## config.mk

```make
export PLATFORM = sky130hd
export DESIGN_NAME = frame_sync_ctrl
export DESIGN_NICKNAME = d
export VERILOG_FILES = /design/src/rtl/frame_sync_pkg.sv /design/src/rtl/fsc_done_tracker.sv /design/src/rtl/fsc_traffic_meter.sv /design/src/rtl/fsc_frame_fsm.sv /design/src/rtl/frame_sync_ctrl.sv
export SDC_FILE = /design/constraint.sdc
export NUM_CORES = 1
export LEC_CHECK = 0
export ABC_AREA = 1
export ABC_CLOCK_PERIOD_IN_PS = 7600
export BUFFER_PORTS_ARGS = -buffer_cell sky130_fd_sc_hd__buf_4
export CORE_AREA = 2 2 79 81
export DETAILED_ROUTE_END_ITERATION = 8
export DIE_AREA = 0 0 81 83
export PLACE_DENSITY = 0.72
export SLEW_MARGIN = 30
export SYNTH_ARGS = -nofsm -noshare
export SYNTH_HDL_FRONTEND = slang
export SYNTH_SLANG_ARGS = --single-unit
```

## constraint.sdc

```tcl
create_clock -name clk -period 7.6 [get_ports clk]
set_input_delay 1.14 -clock clk [delete_from_list [all_inputs] [get_ports clk]]
set_output_delay 1.14 -clock clk [all_outputs]
set_load 0.005 [all_outputs]
```

## src/rtl/frame_sync_pkg.sv

```systemverilog
package frame_sync_pkg;

   typedef enum logic [1:0] {
      FS_RUN   = 2'd0,
      FS_DRAIN = 2'd1,
      FS_HALT  = 2'd2
   } fs_state_e;

endpackage

```

## src/rtl/fsc_done_tracker.sv

```systemverilog
module fsc_done_tracker #(
   parameter int NUM_PROC = 4
) (
   input  logic                clk,
   input  logic                rst_n,
   input  logic [NUM_PROC-1:0] done_pulse_i,
   input  logic                clr_i,
   output logic                all_done_o
);

   if (NUM_PROC < 1) begin : g_bad_nproc
      $error("fsc_done_tracker: NUM_PROC must be at least 1");
   end

   logic [NUM_PROC-1:0] done_q;

   // a fresh pulse outranks the boundary clear so it counts for the next frame
   always_ff @(posedge clk) begin
      if (!rst_n) begin
         done_q <= '0;
      end else begin
         for (int p = 0; p < NUM_PROC; p++) begin
            if (done_pulse_i[p])
               done_q[p] <= 1'b1;
            else if (clr_i)
               done_q[p] <= 1'b0;
         end
      end
   end

   assign all_done_o = &done_q;

   AST_CLEAR_EMPTIES: assert property (@(posedge clk) disable iff (!rst_n)
      (clr_i && done_pulse_i == '0) |=> (done_q == '0));

   AST_PULSE_SURVIVES_CLEAR: assert property (@(posedge clk) disable iff (!rst_n)
      (clr_i && done_pulse_i != '0) |=> (done_q != '0));

endmodule

```

## src/rtl/fsc_traffic_meter.sv

```systemverilog
module fsc_traffic_meter #(
   parameter int NUM_PORT = 4,
   parameter int CNT_W    = 10
) (
   input  logic                clk,
   input  logic                rst_n,
   input  logic [NUM_PORT-1:0] inj_i,
   input  logic [NUM_PORT-1:0] dlv_i,
   output logic [CNT_W-1:0]    inflight_o,
   output logic                idle_o
);

   localparam int NW = $clog2(NUM_PORT + 1);

   if (NUM_PORT < 1) begin : g_bad_nport
      $error("fsc_traffic_meter: NUM_PORT must be at least 1");
   end
   if (CNT_W <= NW) begin : g_bad_cntw
      $error("fsc_traffic_meter: CNT_W too narrow for the port count");
   end

   logic [NW-1:0]    inj_n, dlv_n;
   logic [CNT_W-1:0] inj_tot, dlv_tot;

   if (NUM_PORT == 1) begin : g_single
      assign inj_n = inj_i;
      assign dlv_n = dlv_i;
   end else begin : g_multi
      always_comb begin
         inj_n = '0;
         dlv_n = '0;
         for (int k = 0; k < NUM_PORT; k++) begin
            inj_n = inj_n + NW'(inj_i[k]);
            dlv_n = dlv_n + NW'(dlv_i[k]);
         end
      end
   end

   always_ff @(posedge clk) begin
      if (!rst_n) begin
         inj_tot <= '0;
         dlv_tot <= '0;
      end else begin
         inj_tot <= inj_tot + CNT_W'(inj_n);
         dlv_tot <= dlv_tot + CNT_W'(dlv_n);
      end
   end

   assign inflight_o = inj_tot - dlv_tot;
   // a packet entering this cycle is not in the totals yet but is still traffic
   assign idle_o     = (inj_tot == dlv_tot) && (inj_i == '0);

   AST_NO_EXCESS_DELIVERY: assert property (@(posedge clk) disable iff (!rst_n)
      CNT_W'(dlv_n) <= inflight_o);

endmodule

```

## src/rtl/fsc_frame_fsm.sv

```systemverilog
module fsc_frame_fsm
   import frame_sync_pkg::*;
#(
   parameter int FRAME_W = 16
) (
   input  logic               clk,
   input  logic               rst_n,
   input  logic               all_done_i,
   input  logic               idle_i,
   input  logic               halt_req_i,
   output logic               boundary_o,
   output logic               proc_en_o,
   output logic               halted_o,
   output logic               frame_done_o,
   output logic [FRAME_W-1:0] frame_cnt_o
);

   if (FRAME_W < 1) begin : g_bad_fw
      $error("fsc_frame_fsm: FRAME_W must be at least 1");
   end

   fs_state_e state_q, state_d;
   logic      bnd;

   always_comb begin
      state_d = state_q;
      bnd     = 1'b0;
      unique case (state_q)
         FS_RUN: begin
            if (all_done_i) begin
               if (idle_i) begin
                  bnd     = 1'b1;
                  state_d = halt_req_i ? FS_HALT : FS_RUN;
               end else begin
                  state_d = FS_DRAIN;
               end
            end
         end
         FS_DRAIN: begin
            if (idle_i) begin
               bnd     = 1'b1;
               state_d = halt_req_i ? FS_HALT : FS_RUN;
            end
         end
         FS_HALT: begin
            if (!halt_req_i && idle_i)
               state_d = FS_RUN;
         end
         default: state_d = FS_RUN;
      endcase
   end

   always_ff @(posedge clk) begin
      if (!rst_n) begin
         state_q      <= FS_RUN;
         frame_done_o <= 1'b0;
         frame_cnt_o  <= '0;
      end else begin
         state_q      <= state_d;
         frame_done_o <= bnd;
         if (bnd)
            frame_cnt_o <= frame_cnt_o + 1'b1;
      end
   end

   assign boundary_o = bnd;
   assign proc_en_o  = (state_q == FS_RUN);
   assign halted_o   = (state_q == FS_HALT);

   AST_CNT_STEP: assert property (@(posedge clk) disable iff (!rst_n)
      frame_done_o |-> frame_cnt_o == $past(frame_cnt_o) + 1'b1);

   AST_HALT_ON_BOUNDARY: assert property (@(posedge clk) disable iff (!rst_n)
      $rose(halted_o) |-> frame_done_o);

   AST_STALL_NEEDS_TRAFFIC: assert property (@(posedge clk) disable iff (!rst_n)
      ($fell(proc_en_o) && !halted_o) |-> !$past(idle_i));

   AST_RESUME_WITH_PULSE: assert property (@(posedge clk) disable iff (!rst_n)
      ($rose(proc_en_o) && !$past(halted_o)) |-> frame_done_o);

   AST_HALT_RELEASE_QUIET: assert property (@(posedge clk) disable iff (!rst_n)
      $fell(halted_o) |-> (!frame_done_o && !$past(halt_req_i)));

endmodule

```

## src/rtl/frame_sync_ctrl.sv

```systemverilog
module frame_sync_ctrl #(
   parameter int NUM_PROC = 4,
   parameter int NUM_PORT = 4,
   parameter int CNT_W    = 10,
   parameter int FRAME_W  = 16
) (
   input  logic                clk,
   input  logic                rst_n,
   input  logic [NUM_PROC-1:0] proc_done_i,
   input  logic [NUM_PORT-1:0] pkt_inj_i,
   input  logic [NUM_PORT-1:0] pkt_dlv_i,
   input  logic                halt_req_i,
   output logic                proc_en_o,
   output logic                frame_done_o,
   output logic [FRAME_W-1:0]  frame_cnt_o,
   output logic                halted_o,
   output logic [CNT_W-1:0]    inflight_o
);

   logic all_done, net_idle, boundary;

   fsc_done_tracker #(
      .NUM_PROC (NUM_PROC)
   ) u_done (
      .clk          (clk),
      .rst_n        (rst_n),
      .done_pulse_i (proc_done_i),
      .clr_i        (boundary),
      .all_done_o   (all_done)
   );

   fsc_traffic_meter #(
      .NUM_PORT (NUM_PORT),
      .CNT_W    (CNT_W)
   ) u_meter (
      .clk        (clk),
      .rst_n      (rst_n),
      .inj_i      (pkt_inj_i),
      .dlv_i      (pkt_dlv_i),
      .inflight_o (inflight_o),
      .idle_o     (net_idle)
   );

   fsc_frame_fsm #(
      .FRAME_W (FRAME_W)
   ) u_fsm (
      .clk          (clk),
      .rst_n        (rst_n),
      .all_done_i   (all_done),
      .idle_i       (net_idle),
      .halt_req_i   (halt_req_i),
      .boundary_o   (boundary),
      .proc_en_o    (proc_en_o),
      .halted_o     (halted_o),
      .frame_done_o (frame_done_o),
      .frame_cnt_o  (frame_cnt_o)
   );

   AST_BOUNDARY_NEEDS_ALL: assert property (@(posedge clk) disable iff (!rst_n)
      frame_done_o |-> $past(all_done) || $past(!proc_en_o));

endmodule

```

* Yosys cells after proc, flatten, opt, wreduce, memory -nomap -nowiden
Index checks and enable logic that the tools add are counted.
** Word-level totals
- Register bits :: 43
- Input port bits :: 15
** Cells by class
- Equality and inequality tests :: 6
- Multiplexer cells :: 14
- Add/sub/neg operators :: 10
- Reductions and logical operators :: 11
** Operators by type and width (number)
- $add 10x3->10 :: 2
- $add 16x1->16 const B :: 1
- $add 3x1->3 :: 4
- $eq 10x10->1 :: 1
- $mux 2 :: 5
- $sub 10x10->10 :: 1
- $reduce_bool 2->1 :: 4
- $mux 1 :: 7
- $ne 2x1->1 const B :: 3
- $pmux 2 s3 :: 1
- $add 1x1->2 :: 2
- $logic_not 4->1 :: 1
- $reduce_and 4->1 :: 1
- $reduce_and 3->1 :: 1
- $eq 2x1->1 const B :: 1
- $eq 2x2->1 const B :: 1
- $logic_and 1x1->1 :: 2
- $logic_not 2->1 :: 1
- $pmux 1 s2 :: 1
- $logic_not 1->1 :: 1

* Logic depth before layout (Yosys ltp)
Gate-level depths: netlist of run 1.
- Word-level depth :: 7
- Gate-level depth with buffers :: 17
- Mapped depth without buffers :: 17

* Cells and area by module
A second synthesis of run 1 with hierarchy kept.
** Unflattened totals
- Cell total of the unflattened synthesis :: 391
- Area, all modules :: 2672.6 µm²
** Modules (own cells, without submodules)
- fsc_traffic_meter :: times used 1, area each 1542.7 µm², cells an instance 225
- fsc_frame_fsm :: times used 1, area each 980.9 µm², cells an instance 145
- fsc_done_tracker :: times used 1, area each 148.9 µm², cells an instance 21

* Worst setup path before layout of run 1
OpenSTA, ideal clock, no wires.
- Kind :: input to register
- Start point :: in pkt_dlv_i[0]
- End point :: reg u_meter.dlv_tot[8]
- Required time :: 7.487 ns
- Library setup time :: 0.113 ns
- Arrival time :: 3.234 ns
- Setup slack :: 4.253 ns
- Cell stages on the path :: 17
- Path through :: ha_1 > inv_1 > fa_1 > inv_1 > ha_1 > inv_1 > fa_1 > inv_1 > nand2_1 > nand2_1 > nand2_1 > nor2_1 > nand2_1 > nor3_1 > nand2_1 > nand2_1 > nor2_1
** On the way
- Cells in the longest elaborated chain, start to end :: 4
** Ends and longest elaborated chain
- start, declared :: RTL line frame_sync_ctrl.sv:11 : input logic [NUM_PORT-1:0] pkt_dlv_i,
- $add 1x1->2 :: RTL line fsc_traffic_meter.sv:34 : dlv_n = dlv_n + NW'(dlv_i[k]);
- $add 3x1->3 (2 in a row) :: RTL line fsc_traffic_meter.sv:34
- $add 10x3->10 :: RTL line fsc_traffic_meter.sv:45 : dlv_tot <= dlv_tot + CNT_W'(dlv_n);
- end signal, assigned :: RTL line fsc_traffic_meter.sv:45
- end, declared :: RTL line fsc_traffic_meter.sv:23 : logic [CNT_W-1:0] inj_tot, dlv_tot;
Every way passes these cells.
A chain may end at the register's enable or synchronous reset.

* Worst setup path after layout of run 1
- Start point :: reg u_meter.inj_tot[0]
- End point :: out inflight_o[8]
** On the way
- Cells in the longest elaborated chain, start to end :: 1
** Ends and longest elaborated chain
- start, declared :: RTL line fsc_traffic_meter.sv:23
- start signal, assigned :: RTL line fsc_traffic_meter.sv:44 : inj_tot <= inj_tot + CNT_W'(inj_n);
- $sub 10x10->10 :: RTL line fsc_traffic_meter.sv:49 : assign inflight_o = inj_tot - dlv_tot;
- end, declared :: RTL line frame_sync_ctrl.sv:17 : output logic [CNT_W-1:0] inflight_o
Every way passes these cells.

==> out/results.ini, run 1 <==
[outcome]
status = completed

[pwr]
p_clk_share_pct = 20.4
p_switching_mw = 0.2663
switching_share_pct = 36.45
cellPowerDensity_nw_per_um2 = 223.2
internal-power_mw = 0.4643
leakage_nw = 1.542
max-vdd-ir-drop_v = 0.0001278
seqPwrFrac_pct = 34.7
pwr-share-comb_pct = 44.9

[yosys]
synth-seq-cells = 43
yosysTopAreaCell = dfxtp_1
yosys_warnings = 0
netlist_instances = 401
synth_edf_count = 0
syn_area_per_cell_um2 = 6.949
netlist.area_leader.share_pct = 30.89
synth_area_um2 = 2786
async_flop_share_pct = 0
ys.flop_type = dfxtp_1
synth.most_common_cell = nand2_1
yosys-top-cells-area = dfxtp_1, nand2_1, ha_1, inv_1, nor2_1
ys_types = 30
syn-num-nets = 442
ys_seq_area_share_pct = 30.89
synthTopCellsByCount = nand2_1, inv_1, nor2_1, dfxtp_1, a21oi_1

[routing]
antenna_left = 0
wl_um = 5973
maxUsedRoutingLayer = met4
drtIter0Drc = 121
drc = 0
vias = 2553
vias_per_cell = 4.881
wl_per_cell_um = 11.42
wl_met2_um = 2702
dr_wl_met3_um = 246
wl_met1_um = 2946
drt-pass1-iter-count = 4

[timing]
fin_hold_ws_ns = 0.4938
slew_viol_final = 0
hold_viol_final = 0
post-route-period-util_pct = 45.84
clock.fmax_ghz = 0.2870
fin_skew_ns = 0.007728
slew_headroom_pct = 55.15
min_period_ns = 3.484
timing.final.ws_setup_ns = 4.116
finalSetupViolCount = 0
final.setup.tns_ns = 0
tightest_slew_ns = 0.6720
rsz0062_at_grt = no

[floorplan]
dieWidth_um = 81
initial_core_util_pct = 47.91
dieArea_um2 = 6723
core_area_um2 = 5816
die_h_um = 83
ios = 44
rows = 28

[cells_and_area]
layout-drive-gt1-share_pct = 15.85
antennaDiodeCount = 0
fillers = 580
synthToLayoutAreaGrowth_pct = 17.47
nets = 488

[global_routing]
grt_pass1_vias = 2370
grt.overflow.total = 0
grt_usage_pct = 19.55
grt_first_pass_wirelength_um = 10560
antenna_found_initial = 0
grt_max_degree = 25

[placement]
gp_congestion = 0.8932
place_hpwl_um = 4829
port_buffers = 43
pre_cts_slack_ns = 3.944

[worst_setup_path]
arrival_ns = 2.34
reg2reg_from = u_meter.dlv_tot[0]
critPathKind = reg -> out
crit_start = u_meter.inj_tot[0]
endpoint_kind = primary output
worstPathRequired_ns = 6.46
path_max_fanout = 3
cp-start-kind = register

[cts]
cts_buffers = 5
clk_pin_slew_ns = 0.08
cts-root-buf = clkbuf_8
cts_tree = done
clockBufferDepth = 2
cts_resized = 0
post_cts_buffers = 0
clkLatencyLatePin_ns = 0.30
holdBufCountCts = 0
htree_levels = 2
cts_sinks = 43

[flow_run]
max-cap-violations = 0

[hold_path]
min_from = u_done.done_q[3]
hp-class = reg -> reg

[worst paths after layout]
| path | endpoint | slack, ns | cells after the start |
|---|---|---|---|
| setup / recovery | inflight_o[8] | 4.12 | 8 |
| hold / removal | u_done.done_q[3] | 0.49 | 2 |
| setup reg to reg | u_meter.dlv_tot[8] | 5.64 | 13 |
| hold reg to reg | u_done.done_q[3] | 0.49 | 2 |
[per-stage QoR]
stage	instance area (µm²)	std cells	total power, mW	utilization, %
detailed placement	3181	515	0.5883	54.69
CTS	3273	523	0.7406	56.28
global route	3273	523	0.7875	56.28
floorplan	2786	401	0.4542	-
finish	3273	523	0.7306	56.28
global placement	3181	515	0.5816	54.69
[placed cells by master, fill, tap and decap left out, drive strengths merged]
master,synthesis,routed
a211oi,1,1
clkbuf,3,5
nand3,24,24
a31oi,4,4
xnor2,3,3
a21o,1,1
o21ai,20,20
nand3b,2,2
fa,5,5
o21a,2,2
dfxtp,43,43
nor2,65,65
buf,1,43
xor2,7,7
clkinvlp,0,2
inv,70,71
nand2,82,82
o2111a,1,1
a21oi,28,28
nand4,7,7
ha,21,21
nor3,10,10
nor3b,1,1
[state kept, by name, indices dropped and copies added (netlist names)]
signal,count
u_meter.inj_tot,10
u_fsm.frame_cnt_o,16
u_fsm.state_q,2
u_meter.dlv_tot,10
u_done.done_q,4
u_fsm.frame_done_o,1
[power groups by stage]
stage / logic [mW] / registers (mW) / clock network [mW]
global route: 0.367 / 0.255 / 0.165
floorplan: 0.201 / 0.253 / 0
finish: 0.328 / 0.253 / 0.149
detailed placement: 0.330 / 0.258 / 0
CTS: 0.331 / 0.253 / 0.156
global placement: 0.324 / 0.258 / 0
[kinds of logic (layout without fill, tap and decap cells)]
family,Yosys count,count (layout),share of synthesized area [%]
xor gates and xnor gates,10,10,3.143
buffers and inverters,74,121,10.33
adders and majority gates,26,26,13.02
AOI/OAI and AO/OA,57,57,11.00
and+or+nand+nor,191,191,31.61
DFF,43,43,30.89
[cell type report]
cell class | count | area (µm²) | share of cell area, %
tap | 75 | 93.84 | 2.867
clock inverter | 3 | 23.77 | 0.7263
multi-input combinational | 284 | 1638 | 50.04
timing repair buffer | 43 | 322.8 | 9.862
sequential | 43 | 860.8 | 26.30
clock buffer | 5 | 68.82 | 2.102
inverter | 70 | 265.3 | 8.104
[metal layers]
layer,vias up,track usage (%)
met2,52,30.43
met4,0,5.547
li1,1374,-
met1,1120,27.71
met5,-,0
met3,7,3.261
[worst max-delay path: stages (launching register included)]
cell and delay, ns:
dfxtp_1 0.35, inv_1 0.06, ha_1 0.21, fa_1 0.41
o21ai_0 0.42, a21oi_1 0.12, o21ai_0 0.11, xor2_1 0.22
buf_4 0.15
No activity file was read; power rests on OpenSTA's default activity.
==> run 2: changes to the inputs <==
Settings changed: ABC_CLOCK_PERIOD_IN_PS 7600 to 3300.
Clock period 7.6 ns to 3.3 ns, I/O delays scaled along.
==> out/results.ini, run 2 (synthesis gave the netlist of run 1 again) <==
[cells_and_area]
fin_cells = 523  ; unchanged
final_common_cell = nand2_1
largest_reg_flops = 16  ; unchanged
multi_input_area_um2 = 1638  ; unchanged
largestRegisters = u_fsm.frame_cnt_o x16, u_meter.dlv_tot x10, u_meter.inj_tot x10
layout-drive-gt1-share_pct = 15.85  ; unchanged
nets = 488  ; unchanged
fillers = 587  ; +1.2%
postLayoutCellArea_um2 = 3273  ; unchanged
largest_register = u_fsm.frame_cnt_o
antennaDiodeCount = 0  ; unchanged
synthToLayoutAreaGrowth_pct = 17.47  ; unchanged
final_cell_mix = nand2_1, inv_1, nor2_1
register_area_um2 = 860.8  ; unchanged

[pwr]
max-vdd-ir-drop_v = 0.0002882  ; +130%
switching_share_pct = 36.40  ; -0.048 points
seqPwrFrac_pct = 34.6  ; about the same
p_switching_mw = 0.6123  ; +130%
internal-power_mw = 1.070  ; +130%
p_clk_share_pct = 20.5  ; about the same
cellPowerDensity_nw_per_um2 = 513.9  ; +130%
pwr-share-comb_pct = 44.9  ; about the same
leakage_nw = 1.542  ; unchanged

[worst_setup_path]
endpoint_kind = primary output
reg2reg_from = u_meter.dlv_tot[0]
cp-start-kind = register
path_max_fanout = 3  ; unchanged
worstPathRequired_ns = 2.80  ; -3.66 ns
critPathKind = reg -> out
crit_start = u_meter.inj_tot[0]
arrival_ns = 2.34  ; about the same

[timing]
final.setup.tns_ns = 0  ; unchanged
rsz0062_at_grt = no
hold_viol_final = 0  ; unchanged
slew_headroom_pct = 52.93  ; -2.2 points
post-route-period-util_pct = 85.86
fin_hold_ws_ns = 0.3886  ; -0.1052 ns
min_period_ns = 2.834
finalSetupViolCount = 0  ; unchanged
slew_viol_final = 0  ; unchanged
fin_skew_ns = 0.01014  ; +0.002415 ns
clock.fmax_ghz = 0.3529
tightest_slew_ns = 0.7053  ; +0.03329 ns

[placement]
port_buffers = 43  ; unchanged
dpl_cell_area_um2 = 3181  ; unchanged
gp_congestion = 0.8932  ; unchanged
dpl.cell_count = 515  ; unchanged
place_hpwl_um = 4818  ; -0.23%

[cts]
clockBufferDepth = 2  ; unchanged
holdBufCountCts = 0  ; unchanged
cts_buffers = 5  ; unchanged
clkLatencyLatePin_ns = 0.30  ; about the same
cts_resized = 0  ; unchanged
post_cts_buffers = 0  ; unchanged
cts_sinks = 43  ; unchanged
cts-root-buf = clkbuf_8
htree_levels = 2  ; unchanged
clk_pin_slew_ns = 0.09  ; about the same
cts_tree = done

[routing]
vias_per_cell = 4.897  ; +0.31%
drtIter0Drc = 119  ; -1.7%
drc = 0  ; unchanged
antenna_left = 0  ; unchanged
drt-pass1-iter-count = 4  ; unchanged
vias = 2561  ; +0.31%
wl_um = 6054  ; +1.4%
wl_per_cell_um = 11.58  ; +1.4%

[hold_path]
hp-class = in -> reg
min_from = proc_done_i[0]

[global_routing]
grt_usage_pct = 19.82  ; +0.26 points
grt_max_degree = 25  ; unchanged
grt_first_pass_wirelength_um = 10660  ; +0.92%
grt.overflow.total = 0  ; unchanged
antenna_found_initial = 0  ; unchanged
grt_pass1_vias = 2374  ; +0.17%

[floorplan]
die_h_um = 83  ; unchanged
rows = 28  ; unchanged
core_area_um2 = 5816  ; unchanged
ios = 44  ; unchanged
dieWidth_um = 81  ; unchanged
dieArea_um2 = 6723  ; unchanged
initial_core_util_pct = 47.91  ; unchanged

[outcome]
status = completed

[flow_run]
max-cap-violations = 0  ; unchanged

[run 2: cell counts in the layout (fill, tap and decap cells not counted)]
No cell type changed its count.
[run 2: path summary, 6_finish.rpt]
| check | end | slack, ns | cells past startpoint |
|---|---|---|---|
| worst max-delay path | inflight_o[8] | 0.47 | 8 |
| worst min-delay path | u_done.done_q[0] | 0.39 | 3 |
| worst max register to register | u_meter.dlv_tot[8] | 1.35 | 13 |
| worst min register to register | u_done.done_q[3] | 0.49 | 2 |
[run 2: layer usage]
metal	routed length [µm]	GRT usage, %	vias to the layer above	part of all wire (%)
li1	-	-	1371	-
met3	206	3.152	7	3.4
met5	0	0	-	0
met4	84	6.009	0	1.4
met2	2700	30.58	41	45
met1	3062	28.24	1142	51
[run 2: through the flow]
step                      total power, mW  setup slack, ns  utilization (%)
final                               1.682           0.4665            56.28
after global routing                1.815           0.2621            56.28
after CTS                           1.706           0.4353            56.28
after detailed placement            1.356           0.3221            54.69
after global placement              1.340           0.3846            54.69
after floorplan                     1.046           0.5981                -
[run 2: final cells by class]
cell class | count | area share, %
multi-input cells | 284 | 50.04
flip-flops and latches | 43 | 26.30
repair buffers | 43 | 9.862
inverters | 70 | 8.104
well taps | 75 | 2.867
clock buffers | 5 | 2.102
clock inverters | 3 | 0.7263
[run 2: power by group through the flow]
stage	registers, mW	logic [mW]	clock network (mW)
3_3_place_gp	0.594	0.746	0
5_1_grt	0.588	0.847	0.379
2_1_floorplan	0.584	0.462	0
6_report	0.582	0.756	0.344
4_1_cts	0.583	0.764	0.360
3_5_place_dp	0.595	0.760	0
[run 2: critical path, stage by stage, from the launching register on]
cell	delay [ns]
dfxtp_1	0.35
inv_1	0.05
ha_1	0.21
fa_1	0.41
o21ai_0	0.41
a21oi_1	0.13
o21ai_0	0.12
xor2_1	0.22
buf_4	0.14
==> run 3: changes to the inputs <==
Settings changed: ABC_CLOCK_PERIOD_IN_PS 3300 to 2600, PLACE_DENSITY 0.72 to 0.75.
Clock period 3.3 ns to 2.6 ns, I/O delays scaled along.
==> out/results.ini, run 3 (synthesis gave the netlist of run 1 again) <==
[outcome]
status = completed

[floorplan]
initial_core_util_pct = 47.91  ; unchanged
rows = 28  ; unchanged
die_h_um = 83  ; unchanged
ios = 44  ; unchanged
dieArea_um2 = 6723  ; unchanged
dieWidth_um = 81  ; unchanged
core_area_um2 = 5816  ; unchanged

[routing]
wl_um = 6289  ; +3.9%
vias_per_cell = 5.013  ; +2.4%
antenna_left = 0  ; unchanged
vias = 2687  ; +4.9%
drc = 0  ; unchanged
drt-pass1-iter-count = 4  ; unchanged
drtIter0Drc = 143  ; +20%
wl_per_cell_um = 11.73  ; +1.4%

[timing]
clock.fmax_ghz = 0.4002
hold_viol_final = 0  ; unchanged
finalSetupViolCount = 0  ; unchanged
fin_skew_ns = 0.01148  ; +0.001333 ns
min_period_ns = 2.499
tightest_slew_ns = 0.7020  ; -0.003315 ns
slew_headroom_pct = 53.15  ; +0.22 points
post-route-period-util_pct = 96.11
rsz0062_at_grt = yes
fin_hold_ws_ns = 0.2917  ; -0.09687 ns
final.setup.tns_ns = 0  ; unchanged
slew_viol_final = 0  ; unchanged

[global_routing]
grt_usage_pct = 20.40  ; +0.58 points
grt_max_degree = 25  ; unchanged
antenna_found_initial = 0  ; unchanged
grt.overflow.total = 0  ; unchanged
grt_pass1_vias = 2601  ; +9.6%
grt_first_pass_wirelength_um = 11040  ; +3.6%

[cts]
cts_buffers = 5  ; unchanged
cts_tree = done
htree_levels = 2  ; unchanged
cts-root-buf = clkbuf_8
holdBufCountCts = 0  ; unchanged
clockBufferDepth = 2  ; unchanged
cts_sinks = 43  ; unchanged
clkLatencyLatePin_ns = 0.30  ; about the same
clk_pin_slew_ns = 0.08  ; about the same

[cells_and_area]
synthToLayoutAreaGrowth_pct = 22.90
postLayoutCellArea_um2 = 3425  ; +4.6%
antennaDiodeCount = 0  ; unchanged
final_cell_mix = nand2_1, inv_1, buf_4
layout-drive-gt1-share_pct = 23.43  ; +7.6 points
fin_cells = 536  ; +2.5%
final_common_cell = nand2_1
largestRegisters = u_fsm.frame_cnt_o x16, u_meter.dlv_tot x10, u_meter.inj_tot x10
largest_reg_flops = 16  ; unchanged
largest_register = u_fsm.frame_cnt_o
nets = 501  ; +2.7%

[pwr]
leakage_nw = 1.608  ; +4.3%
cellPowerDensity_nw_per_um2 = 651.2  ; +27%
power_mw = 2.230  ; +33%
seqPwrFrac_pct = 33.4  ; -1.2 points
p_switching_mw = 0.8057  ; +32%
p_clk_share_pct = 19.1  ; -1.4 points
switching_share_pct = 36.13  ; -0.28 points
pwr-share-comb_pct = 47.6  ; +2.7 points
internal-power_mw = 1.425  ; +33%
max-vdd-ir-drop_v = 0.0002988  ; +3.7%

[placement]
dpl_cell_area_um2 = 3271  ; +2.8%
port_buffers = 43  ; unchanged
gp_congestion = 0.9026  ; +1.1%
place_hpwl_um = 4896  ; +1.6%
dpl.cell_count = 527  ; +2.3%

[worst_setup_path]
cp-start-kind = input port
critPathBufInv = 6  ; +4
arrival_ns = 2.65  ; +0.31 ns
crit_slowest_cell = fa_1
cpMostUsedCell = nand2_2
path_cells = buf_4 > inv_1 > ha_1 > inv_2 > fa_1 > inv_1 > ha_2 > inv_2 > fa_2 > inv_2 > nand2_2 > nand2_2 > nand2_2 > nor2_2 > nand2_2 > nor3b_2 > nor3_2
path_max_fanout = 3  ; unchanged
worstPathRequired_ns = 2.76  ; -0.04 ns
endpoint_kind = register
cpPeakStageDelay_ns = 0.44  ; +0.03 ns
critPathTopFamily = adder cells
critPathKind = in -> reg

[flow_run]
max-cap-violations = 0  ; unchanged

[hold_path]
hp-class = in -> reg

run 3: cell count changes in the layout (fill, tap and decap cells not counted), moves of 3 or more:
cell,previous run,this run
buf_4,43,56
dfxtp_1,43,39
dfxtp_2,0,4
ha_1,21,18
ha_2,0,3
inv_1,69,66
inv_2,0,3
nand2_1,75,69
nand2_2,4,10
o21ai_0,18,15
o21ai_1,2,5
run 3: routing by layer:
layer / share of wire, % / up-vias / track usage [%]
met1: 47 / 1235 / 26.33
met4: 1.3 / 0 / 6.780
met3: 4.4 / 4 / 4.022
li1: - / 1400 / -
met2: 48 / 48 / 33.66
met5: 0 / - / 0
run 3: final cells by class:
cell class,instances,area (µm²)
well taps,75,93.84
repair buffers,56,420.4
multi-input cells,284,1694
clock buffers,6,72.57
fillers,568,2391
inverters,70,265.3
clock inverters,2,12.51
flip-flops and latches,43,865.8
run 3: metrics by stage:
step / util, % / worst slack (ns)
floorplan: - / 0.003103
global placement: 56.24 / -0.1458
detailed placement: 56.24 / -0.2308
CTS: 57.70 / 0.05015
global route: 58.89 / -0.06222
finish: 58.89 / 0.1013
run 3: worst paths after layout:
path                 startpoint              endpoint  slack, ns  cells after the start
max                pkt_inj_i[1]    u_meter.inj_tot[8]       0.10                     17
max reg2reg  u_meter.dlv_tot[6]  u_fsm.frame_cnt_o[2]       0.68                     10
min reg2reg  u_meter.dlv_tot[7]    u_meter.dlv_tot[7]       0.47                      2
min              proc_done_i[2]      u_done.done_q[2]       0.29                      3
run 3: power groups by stage:
stage	logic (mW)	clock network [mW]	registers (mW)
after global routing	1.18	0.466	0.750
after CTS	1.03	0.438	0.738
after floorplan	0.587	0	0.741
after global placement	0.999	0	0.752
final	1.06	0.426	0.744
after detailed placement	1.03	0	0.754
run 3: timing repair:
item / CTS / global route
endpoints found under the setup margin: 0 / 7
setup buffers: 0 / 1
gates resized for setup: 0 / 28
run 3: worst register-to-register path: cells and delay by family (launching register included):
| kind | cells | cell delay (ns) |
|---|---|---|
| and+or+nand+nor | 7 | 0.79 |
| adders and majority gates | 1 | 0.39 |
| xor gates and xnor gates | 1 | 0.16 |
| buffers and inverters | 1 | 0.10 |
| DFF | 1 | 0.34 |
